<file path="src/rtl/autoflow_pkg.sv">
package autoflow_pkg;
  localparam int DEF_DEPTH    = 64;
  localparam int DEF_THR_W    = 4;
  localparam int DEF_SCALE_SH = 2;
  localparam int DEF_SYNC     = 2;

  function automatic int lvl_width(input int depth);
    return $clog2(depth) + 1;
  endfunction
endpackage

</file>
<file path="src/rtl/rts_level_ctl.sv">
module rts_level_ctl #(
  parameter int LVL_W    = 7,
  parameter int THR_W    = 4,
  parameter int SCALE_SH = 2
) (
  input  logic             clk,
  input  logic             rst_n,
  input  logic [LVL_W-1:0] rx_level,
  input  logic [THR_W-1:0] halt_code,
  input  logic [THR_W-1:0] resume_code,
  input  logic             auto_en,
  input  logic             manual,
  output logic             rts_n
);
  logic [LVL_W-1:0] halt_lvl, resume_lvl;
  logic             stop_q, stop_d, rts_q;

  assign halt_lvl   = LVL_W'(halt_code) << SCALE_SH;
  assign resume_lvl = LVL_W'(resume_code) << SCALE_SH;

  // hysteresis: enter stop at halt, leave only at or below resume
  always_comb begin
    if (!auto_en)    stop_d = 1'b0;
    else if (stop_q) stop_d = (rx_level > resume_lvl);
    else             stop_d = (rx_level >= halt_lvl);
  end

  always_ff @(posedge clk or negedge rst_n) begin
    if (!rst_n) begin
      stop_q <= 1'b0;
      rts_q  <= 1'b1;
    end else begin
      stop_q <= stop_d;
      rts_q  <= auto_en ? stop_d : ~manual;
    end
  end

  assign rts_n = rts_q;


  rts_halt_chk: assert property (@(posedge clk) disable iff (!rst_n)
    (auto_en && rx_level >= halt_lvl && halt_lvl > resume_lvl) |=> rts_n);

  rts_resume_chk: assert property (@(posedge clk) disable iff (!rst_n)
    (auto_en && rx_level <= resume_lvl && rx_level < halt_lvl) |=> !rts_n);

  rts_manual_chk: assert property (@(posedge clk) disable iff (!rst_n)
    !auto_en |=> (rts_n == !$past(manual)));
endmodule

</file>
<file path="src/rtl/cts_tx_gate.sv">
module cts_tx_gate #(
  parameter int SYNC_STAGES = 2
) (
  input  logic clk,
  input  logic rst_n,
  input  logic cts_n,
  input  logic auto_en,
  input  logic char_start,
  input  logic stop_mid,
  output logic start_ok,
  output logic cts_n_sync
);
  logic [SYNC_STAGES-1:0] sync_q;
  logic                   in_char_q, permit_q, cts_ok;

  generate
    for (genvar s = 0; s < SYNC_STAGES; s++) begin : g_sync
      if (s == 0) begin : g_first
        always_ff @(posedge clk or negedge rst_n)
          if (!rst_n) sync_q[0] <= 1'b1;
          else        sync_q[0] <= cts_n;
      end else begin : g_next
        always_ff @(posedge clk or negedge rst_n)
          if (!rst_n) sync_q[s] <= 1'b1;
          else        sync_q[s] <= sync_q[s-1];
      end
    end
  endgenerate

  assign cts_n_sync = sync_q[SYNC_STAGES-1];
  assign cts_ok     = ~cts_n_sync;

  always_ff @(posedge clk or negedge rst_n) begin
    if (!rst_n) begin
      in_char_q <= 1'b0;
      permit_q  <= 1'b0;
    end else begin
      if (stop_mid)        in_char_q <= 1'b0;
      else if (char_start) in_char_q <= 1'b1;

      if (stop_mid)                       permit_q <= cts_ok;
      else if (!in_char_q && !char_start) permit_q <= cts_ok;
    end
  end

  assign start_ok = !auto_en || permit_q;


  cts_hold_chk: assert property (@(posedge clk) disable iff (!rst_n)
    (in_char_q && !stop_mid) |=> $stable(permit_q));

  cts_latch_chk: assert property (@(posedge clk) disable iff (!rst_n)
    stop_mid |=> (permit_q == !$past(cts_n_sync)));

  cts_bypass_chk: assert property (@(posedge clk) disable iff (!rst_n)
    !auto_en |-> start_ok);
endmodule

</file>
<file path="src/rtl/flow_change_irq.sv">
module flow_change_irq (
  input  logic clk,
  input  logic rst_n,
  input  logic rts_n,
  input  logic cts_n_sync,
  input  logic ack,
  output logic irq
);
  logic rts_prev_q, cts_prev_q, irq_q, rise;

  assign rise = (rts_n & ~rts_prev_q) | (cts_n_sync & ~cts_prev_q);

  always_ff @(posedge clk or negedge rst_n) begin
    if (!rst_n) begin
      rts_prev_q <= 1'b1;
      cts_prev_q <= 1'b1;
      irq_q      <= 1'b0;
    end else begin
      rts_prev_q <= rts_n;
      cts_prev_q <= cts_n_sync;
      if (rise)     irq_q <= 1'b1;
      else if (ack) irq_q <= 1'b0;
    end
  end

  assign irq = irq_q;


  irq_cts_rise_chk: assert property (@(posedge clk) disable iff (!rst_n)
    $rose(cts_n_sync) |=> irq);

  irq_ack_chk: assert property (@(posedge clk) disable iff (!rst_n)
    (ack && !rise) |=> !irq);
endmodule

</file>
<file path="src/rtl/uart_autoflow_ctl.sv">
module uart_autoflow_ctl
  import autoflow_pkg::*;
#(
  parameter int DEPTH       = DEF_DEPTH,
  parameter int THR_W       = DEF_THR_W,
  parameter int SCALE_SH    = DEF_SCALE_SH,
  parameter int SYNC_STAGES = DEF_SYNC,
  localparam int LVL_W      = lvl_width(DEPTH)
) (
  input  logic             clk,
  input  logic             rst_n,
  input  logic [LVL_W-1:0] rx_level,
  input  logic [THR_W-1:0] halt_code,
  input  logic [THR_W-1:0] resume_code,
  input  logic             auto_rts_en,
  input  logic             auto_cts_en,
  input  logic             rts_manual,
  input  logic             cts_n,
  input  logic             tx_char_start,
  input  logic             tx_stop_mid,
  input  logic             flow_irq_ack,
  output logic             rts_n,
  output logic             tx_start_allowed,
  output logic             flow_irq
);
  logic cts_n_sync;

  rts_level_ctl #(.LVL_W(LVL_W), .THR_W(THR_W), .SCALE_SH(SCALE_SH)) u_rts (
    .clk, .rst_n, .rx_level, .halt_code, .resume_code,
    .auto_en(auto_rts_en), .manual(rts_manual), .rts_n
  );

  cts_tx_gate #(.SYNC_STAGES(SYNC_STAGES)) u_cts (
    .clk, .rst_n, .cts_n, .auto_en(auto_cts_en),
    .char_start(tx_char_start), .stop_mid(tx_stop_mid),
    .start_ok(tx_start_allowed), .cts_n_sync
  );

  flow_change_irq u_irq (
    .clk, .rst_n, .rts_n, .cts_n_sync, .ack(flow_irq_ack), .irq(flow_irq)
  );


  irq_rts_rise_chk: assert property (@(posedge clk) disable iff (!rst_n)
    $rose(rts_n) |=> flow_irq);
endmodule

</file>
<file path="config.mk">
export PLATFORM = sky130hd
export DESIGN_NAME = uart_autoflow_ctl
export DESIGN_NICKNAME = d
export VERILOG_FILES = /design/src/rtl/autoflow_pkg.sv /design/src/rtl/rts_level_ctl.sv /design/src/rtl/cts_tx_gate.sv /design/src/rtl/flow_change_irq.sv /design/src/rtl/uart_autoflow_ctl.sv
export SDC_FILE = /design/constraint.sdc
export NUM_CORES = 1
export LEC_CHECK = 0
export ABC_AREA = 1
export BUFFER_PORTS_ARGS = -buffer_cell sky130_fd_sc_hd__buf_2
export CORE_AREA = 2 2 39 41
export DETAILED_ROUTE_END_ITERATION = 12
export DIE_AREA = 0 0 41 43
export HOLD_SLACK_MARGIN = 0.06
export PLACE_DENSITY_LB_ADDON = 0.1
export SETUP_SLACK_MARGIN = 0.5
export SYNTH_ARGS = -nofsm -noshare
export SYNTH_HDL_FRONTEND = slang
export SYNTH_SLANG_ARGS = --single-unit
</file>
<file path="constraint.sdc">
create_clock -name clk -period 1.27 [get_ports clk]
set_input_delay 0.1905 -clock clk [delete_from_list [all_inputs] [get_ports clk]]
set_output_delay 0.1905 -clock clk [all_outputs]
set_load 0.01 [all_outputs]
</file>
Yosys cells after proc, flatten, opt, wreduce, memory -nomap -nowiden
Index checks and enable logic that the tools add are counted.
{"block": "word_totals", "reg_bits": 9, "in_bits": 24, "output_inout_bits": 3, "word_cells": 35}
{"block": "op_classes", "order_cmp": 2, "n_mux": 9, "bitwise": 7, "reduce_logical": 8}
{"operator": "two-way mux 1 bit", "count": 9}
{"operator": ">= comparator 7 x 6 -> 1 bit", "count": 1}
{"operator": "greater-than comparator 7 x 6 -> 1 bit", "count": 1}
{"operator": "nonzero test 2 bit", "count": 3}
{"operator": "NOT 1 bit", "count": 4}
{"operator": "logical NOT 1 bit", "count": 3}
{"operator": "AND 1 bit", "count": 2}
{"operator": "logical AND 1 bit", "count": 1}
{"operator": "logical OR 1 bit", "count": 1}
{"operator": "bitwise OR 1 bit", "count": 1}

Logic depth before layout (Yosys ltp)
{"block": "depth", "ltp_word": 4, "ltp_mapped": 11, "ltp_nobuf": 11}

By module
From an unflattened synthesis, not the netlist that was laid out.
{"block": "hier_totals", "hier_cells": 79, "hier_area_um2": 590.6}
{"mod": "rts_level_ctl", "instances": 1, "cells_each": 53, "area_each_um2": 331.6, "seq_area_each_um2": 51.3}
{"mod": "cts_tx_gate", "instances": 1, "cells_each": 16, "area_each_um2": 153.9, "seq_area_each_um2": 102.6}
{"mod": "flow_change_irq", "instances": 1, "cells_each": 10, "area_each_um2": 105.1, "seq_area_each_um2": 77.6}

Worst setup path before layout
Ideal clock, no wire load.
{"block": "synth_path", "path_type": "input -> register", "from": "in resume_code[3]", "to": "reg u_rts.stop_q", "setup_time_ns": 0.114, "arrival_time_ns": 0.922, "required_ns": 1.156, "setup_slack_ns": 0.234, "cell_stages": 11, "n_path_buf": 0, "cell_sequence": "inv_1 -> ha_1 -> nand2_1 -> inv_1 -> nand2_1 -> nor2_1 -> nor2_1 -> nand2_1 -> nand2_1 -> nand2_1 -> inv_1"}
{"block": "synth_between", "elab_chain_cells": 3}
{"item": "start: declaration", "line": "uart_autoflow_ctl.sv:14", "rtl": "input logic [THR_W-1:0] resume_code,"}
{"item": "greater-than comparator 7 x 6 -> 1 bit", "line": "rts_level_ctl.sv:24", "rtl": "else if (stop_q) stop_d = (rx_level > resume_lvl);"}
{"item": "two-way mux 1 bit", "line": "rts_level_ctl.sv:24"}
{"item": "two-way mux 1 bit", "line": "rts_level_ctl.sv:23", "rtl": "if (!auto_en) stop_d = 1'b0;"}
{"item": "via u_rts.stop_d", "line": "rts_level_ctl.sv:16", "rtl": "logic stop_q, stop_d, rts_q;"}
{"item": "end signal: assignment", "line": "rts_level_ctl.sv:33", "rtl": "stop_q <= stop_d;"}
{"item": "end: declaration", "line": "rts_level_ctl.sv:16"}
The timed path passes the listed nets, and every way through them passes these cells.
A chain may end at the register's enable or synchronous reset.

Worst setup path in the final report
{"block": "layout_path", "from": "reg u_rts.rts_q, in the netlist u_rts.rts_n", "to": "out rts_n"}
{"item": "start: declaration", "line": "rts_level_ctl.sv:16"}
{"item": "start signal: assignment", "line": "rts_level_ctl.sv:34", "rtl": "rts_q <= auto_en ? stop_d : ~manual;"}
{"item": "end: declaration", "line": "uart_autoflow_ctl.sv:22", "rtl": "output logic rts_n,"}
No word-level cell between the ends.

==> impl_metrics.py <==
metrics = {
    "power_and_ir_drop": {
        "totalPowerFinal_uw": 796,
        "ir_worst_vdd_mv": 0.589,
        "power.leakage_uw": 0.000514,
        "power_density_mw_per_mm2": 815,
    },
    "routing": {
        "wirelength_mm": 1.04,
        "first_pass_iters": 4,
        "remaining_drc_errors": 0,
        "viasPerCell": 4.16,
        "wire_per_inst_um": 8.04,
        "num_vias": 537,
        "first_iter_violations": 9,
        "postRouteAntennaNets": 0,
    },
    "setup_path": {
        "cp-end-kind": "primary output",
        "crit_start": "u_rts.rts_n",
        "worstPathArrival_ns": 0.89,
        "reg2reg_to": "u_irq.irq",
        "slowest_stage": "dfstp_2",
        "r2r_slack_ns": 0.41,
        "cp_top_family": "flip-flops",
        "max_stage_delay_ns": 0.54,
        "crit_fanout": 2,
        "rr_worst_depth": 3,
        "worstSetupStartpointType": "flip-flop",
        "cp.buffers_inverters": 1,
        "worst_ep_required_time_ns": 1.08,
        "crit-reg2reg-launch": "u_rts.rts_n",
        "crit_chain": "buf_6",
        "path_class": "flip-flop to primary output",
    },
    "global_routing": {
        "grt_start_max_net_pins": 10,
        "track_usage": 0.148,
        "antenna_found_initial": 0,
        "grt_pass1_wl_mm": 1.70,
        "grt_pass1_vias": 456,
        "grt_remaining_overflow": 0,
    },
    "layout": {
        "fin_area_sq_um": 977,
        "fillers": 118,
        "multi_input_area_sq_um": 367,
        "drive_gt1_frac": 0.504,
        "mostFrequentLayoutCells": "21 x nand2_1, 18 x buf_2, 15 x inv_1, 8 x nor2_1",
        "syn_to_final_growth_pct": 67.6,
        "final_common_cell": "nand2_1",
        "fin_nets": 146,
        "insertedDiodeCount": 0,
        "register_area_sq_um": 231,
    },
    "timing": {
        "hold_viol": 0,
        "drv_slew": 0,
        "setup-violations-final": 0,
        "fin_tns_setup_ns": 0,
        "tightest_slew_ns": 0.198,
        "timing.hold.ws_ns": 0.0823,
        "timing.fmax_ghz": 0.925,
        "finClkSkew_ns": 0.00618,
        "maxSlewHeadroom": 0.868,
        "finalCriticalPeriod_ns": 1.08,
        "rsz0062_at_grt": "true",
        "timing.final.crit_share": 0.851,
    },
    "place": {
        "place_congestion": 0.800,
        "hpwl_um": 826,
        "io_buffers": 26,
        "postPlaceCellArea_sq_um": 833,
    },
    "floorplan": {
        "die-area_sq_mm": 0.00176,
        "row_count": 14,
        "coreArea_sq_mm": 0.00138,
        "start_util": 0.421,
        "die_width_um": 41,
        "num_io_pins": 27,
        "die_height_um": 43,
    },
    "min_path": {
        "holdPathEnd": "u_cts.in_char_q",
        "holdPathStages": 2,
        "hold_path_class": "input port to flip-flop",
        "hp-start": "tx_stop_mid",
    },
    "clocking": {
        "insertion_delay_ns": 0.26,
        "cts-root-buf": "clkbuf_4",
        "clk_path_buf_depth": 2,
        "clock-sinks": 9,
        "cts.clk_slew.worst_paths_ns": 0.06,
        "tritoncts": "yes",
        "numCtsBuffers": 3,
        "htree_levels": 1,
    },
    "synth": {
        "yosysUniqueCellTypes": 12,
        "seq_area_frac_synth": 0.397,
        "syn_inst": 79,
        "avgSynthCellArea_sq_um": 7.38,
        "syn_area_sq_um": 583,
        "synth_seq_cells": 9,
        "syn-num-nets": 111,
        "yosys_warnings": 0,
    },
    "flow_run": {
        "cap_violations": 0,
    },
    "run_status": {
        "status": "complete, no violations",
    },
}
[worst register-to-register path, delay by kind of cell, from the launching register on]
kind            cells  cell delay [ns]
compound gates      1             0.11
buf+inv             2             0.15
flops               1             0.54
[stage by stage]
stage / utilization / setup slack, ns / std cells
final: 0.706 / 0.189 / 129
after global routing: 0.706 / 0.150 / 129
after CTS: 0.691 / 0.174 / 128
after detailed placement: 0.602 / 0.0340 / 121
after global placement: 0.602 / 0.0437 / 121
after floorplan: - / 0.274 / 79
[synth_stat cells (all sizes together)]
master	instances	area [sq um]
nand3	4	25.0
or2	1	6.26
dfrtp	4	100
inv	23	86.3
nor2	10	37.5
dfstp	5	131
nand2	22	82.6
o21ai	1	5.00
ha	8	100
o221ai	1	8.76
[worst max path at each step]
stage	cells past startpoint	to	slack, ns
after floorplan	11	u_rts.stop_q	0.27
after global placement	12	u_rts.stop_q	0.04
after detailed placement	12	u_rts.stop_q	0.03
after CTS	1	rts_n	0.17
after global routing	1	rts_n	0.15
final	1	rts_n	0.19
[registers in the layout, indices dropped and copies added (netlist names)]
register and count:
u_irq.cts_prev_q 1, u_irq.rts_prev_q 1, u_rts.stop_q 1, u_cts.sync_q 1, u_cts.cts_n_sync 1, u_rts.rts_n 1, u_cts.permit_q 1, u_irq.irq 1
u_cts.in_char_q 1
[power breakdown]
group | switching (uW) | internal [uW]
combinational | 110 | 130
sequential | 12.2 | 323
clock | 99.4 | 121
total | 222 | 574
[per-layer routing]
| metal | wire (um) | GRT usage |
|---|---|---|
| met2 | 454 | 0.206 |
| met1 | 482 | 0.175 |
| met5 | 0 | 0 |
| met3 | 76 | 0.0628 |
| met4 | 24 | 0.100 |
[layout make-up]
class	instances	area share
clock buffer	4	0.0269
timing repair buffer	30	0.224
sequential	9	0.237
multi-input combinational	47	0.375
tap	16	0.0205
inverter	23	0.117
[kinds of logic (layout without fill, tap and decap cells)]
family,after synthesis,in the layout,share of synthesized area
AOI/OAI and AO/OA,2,2,0.0236
adders and majority gates,8,8,0.172
DFF,9,9,0.397
and+or+nand+nor,37,37,0.260
buffers and inverters,23,57,0.148
[repair_timing]
| item | in CTS | in global routing |
|---|---|---|
| endpoints found under the hold margin | 10 | 0 |
| setup buffers | 1 | 1 |
| resized for setup | 16 | 6 |
| pin swaps | 8 | 5 |
| hold buffers | 2 | 0 |
| endpoints found under the setup margin | 6 | 7 |
(Power assumes the default switching activity.)
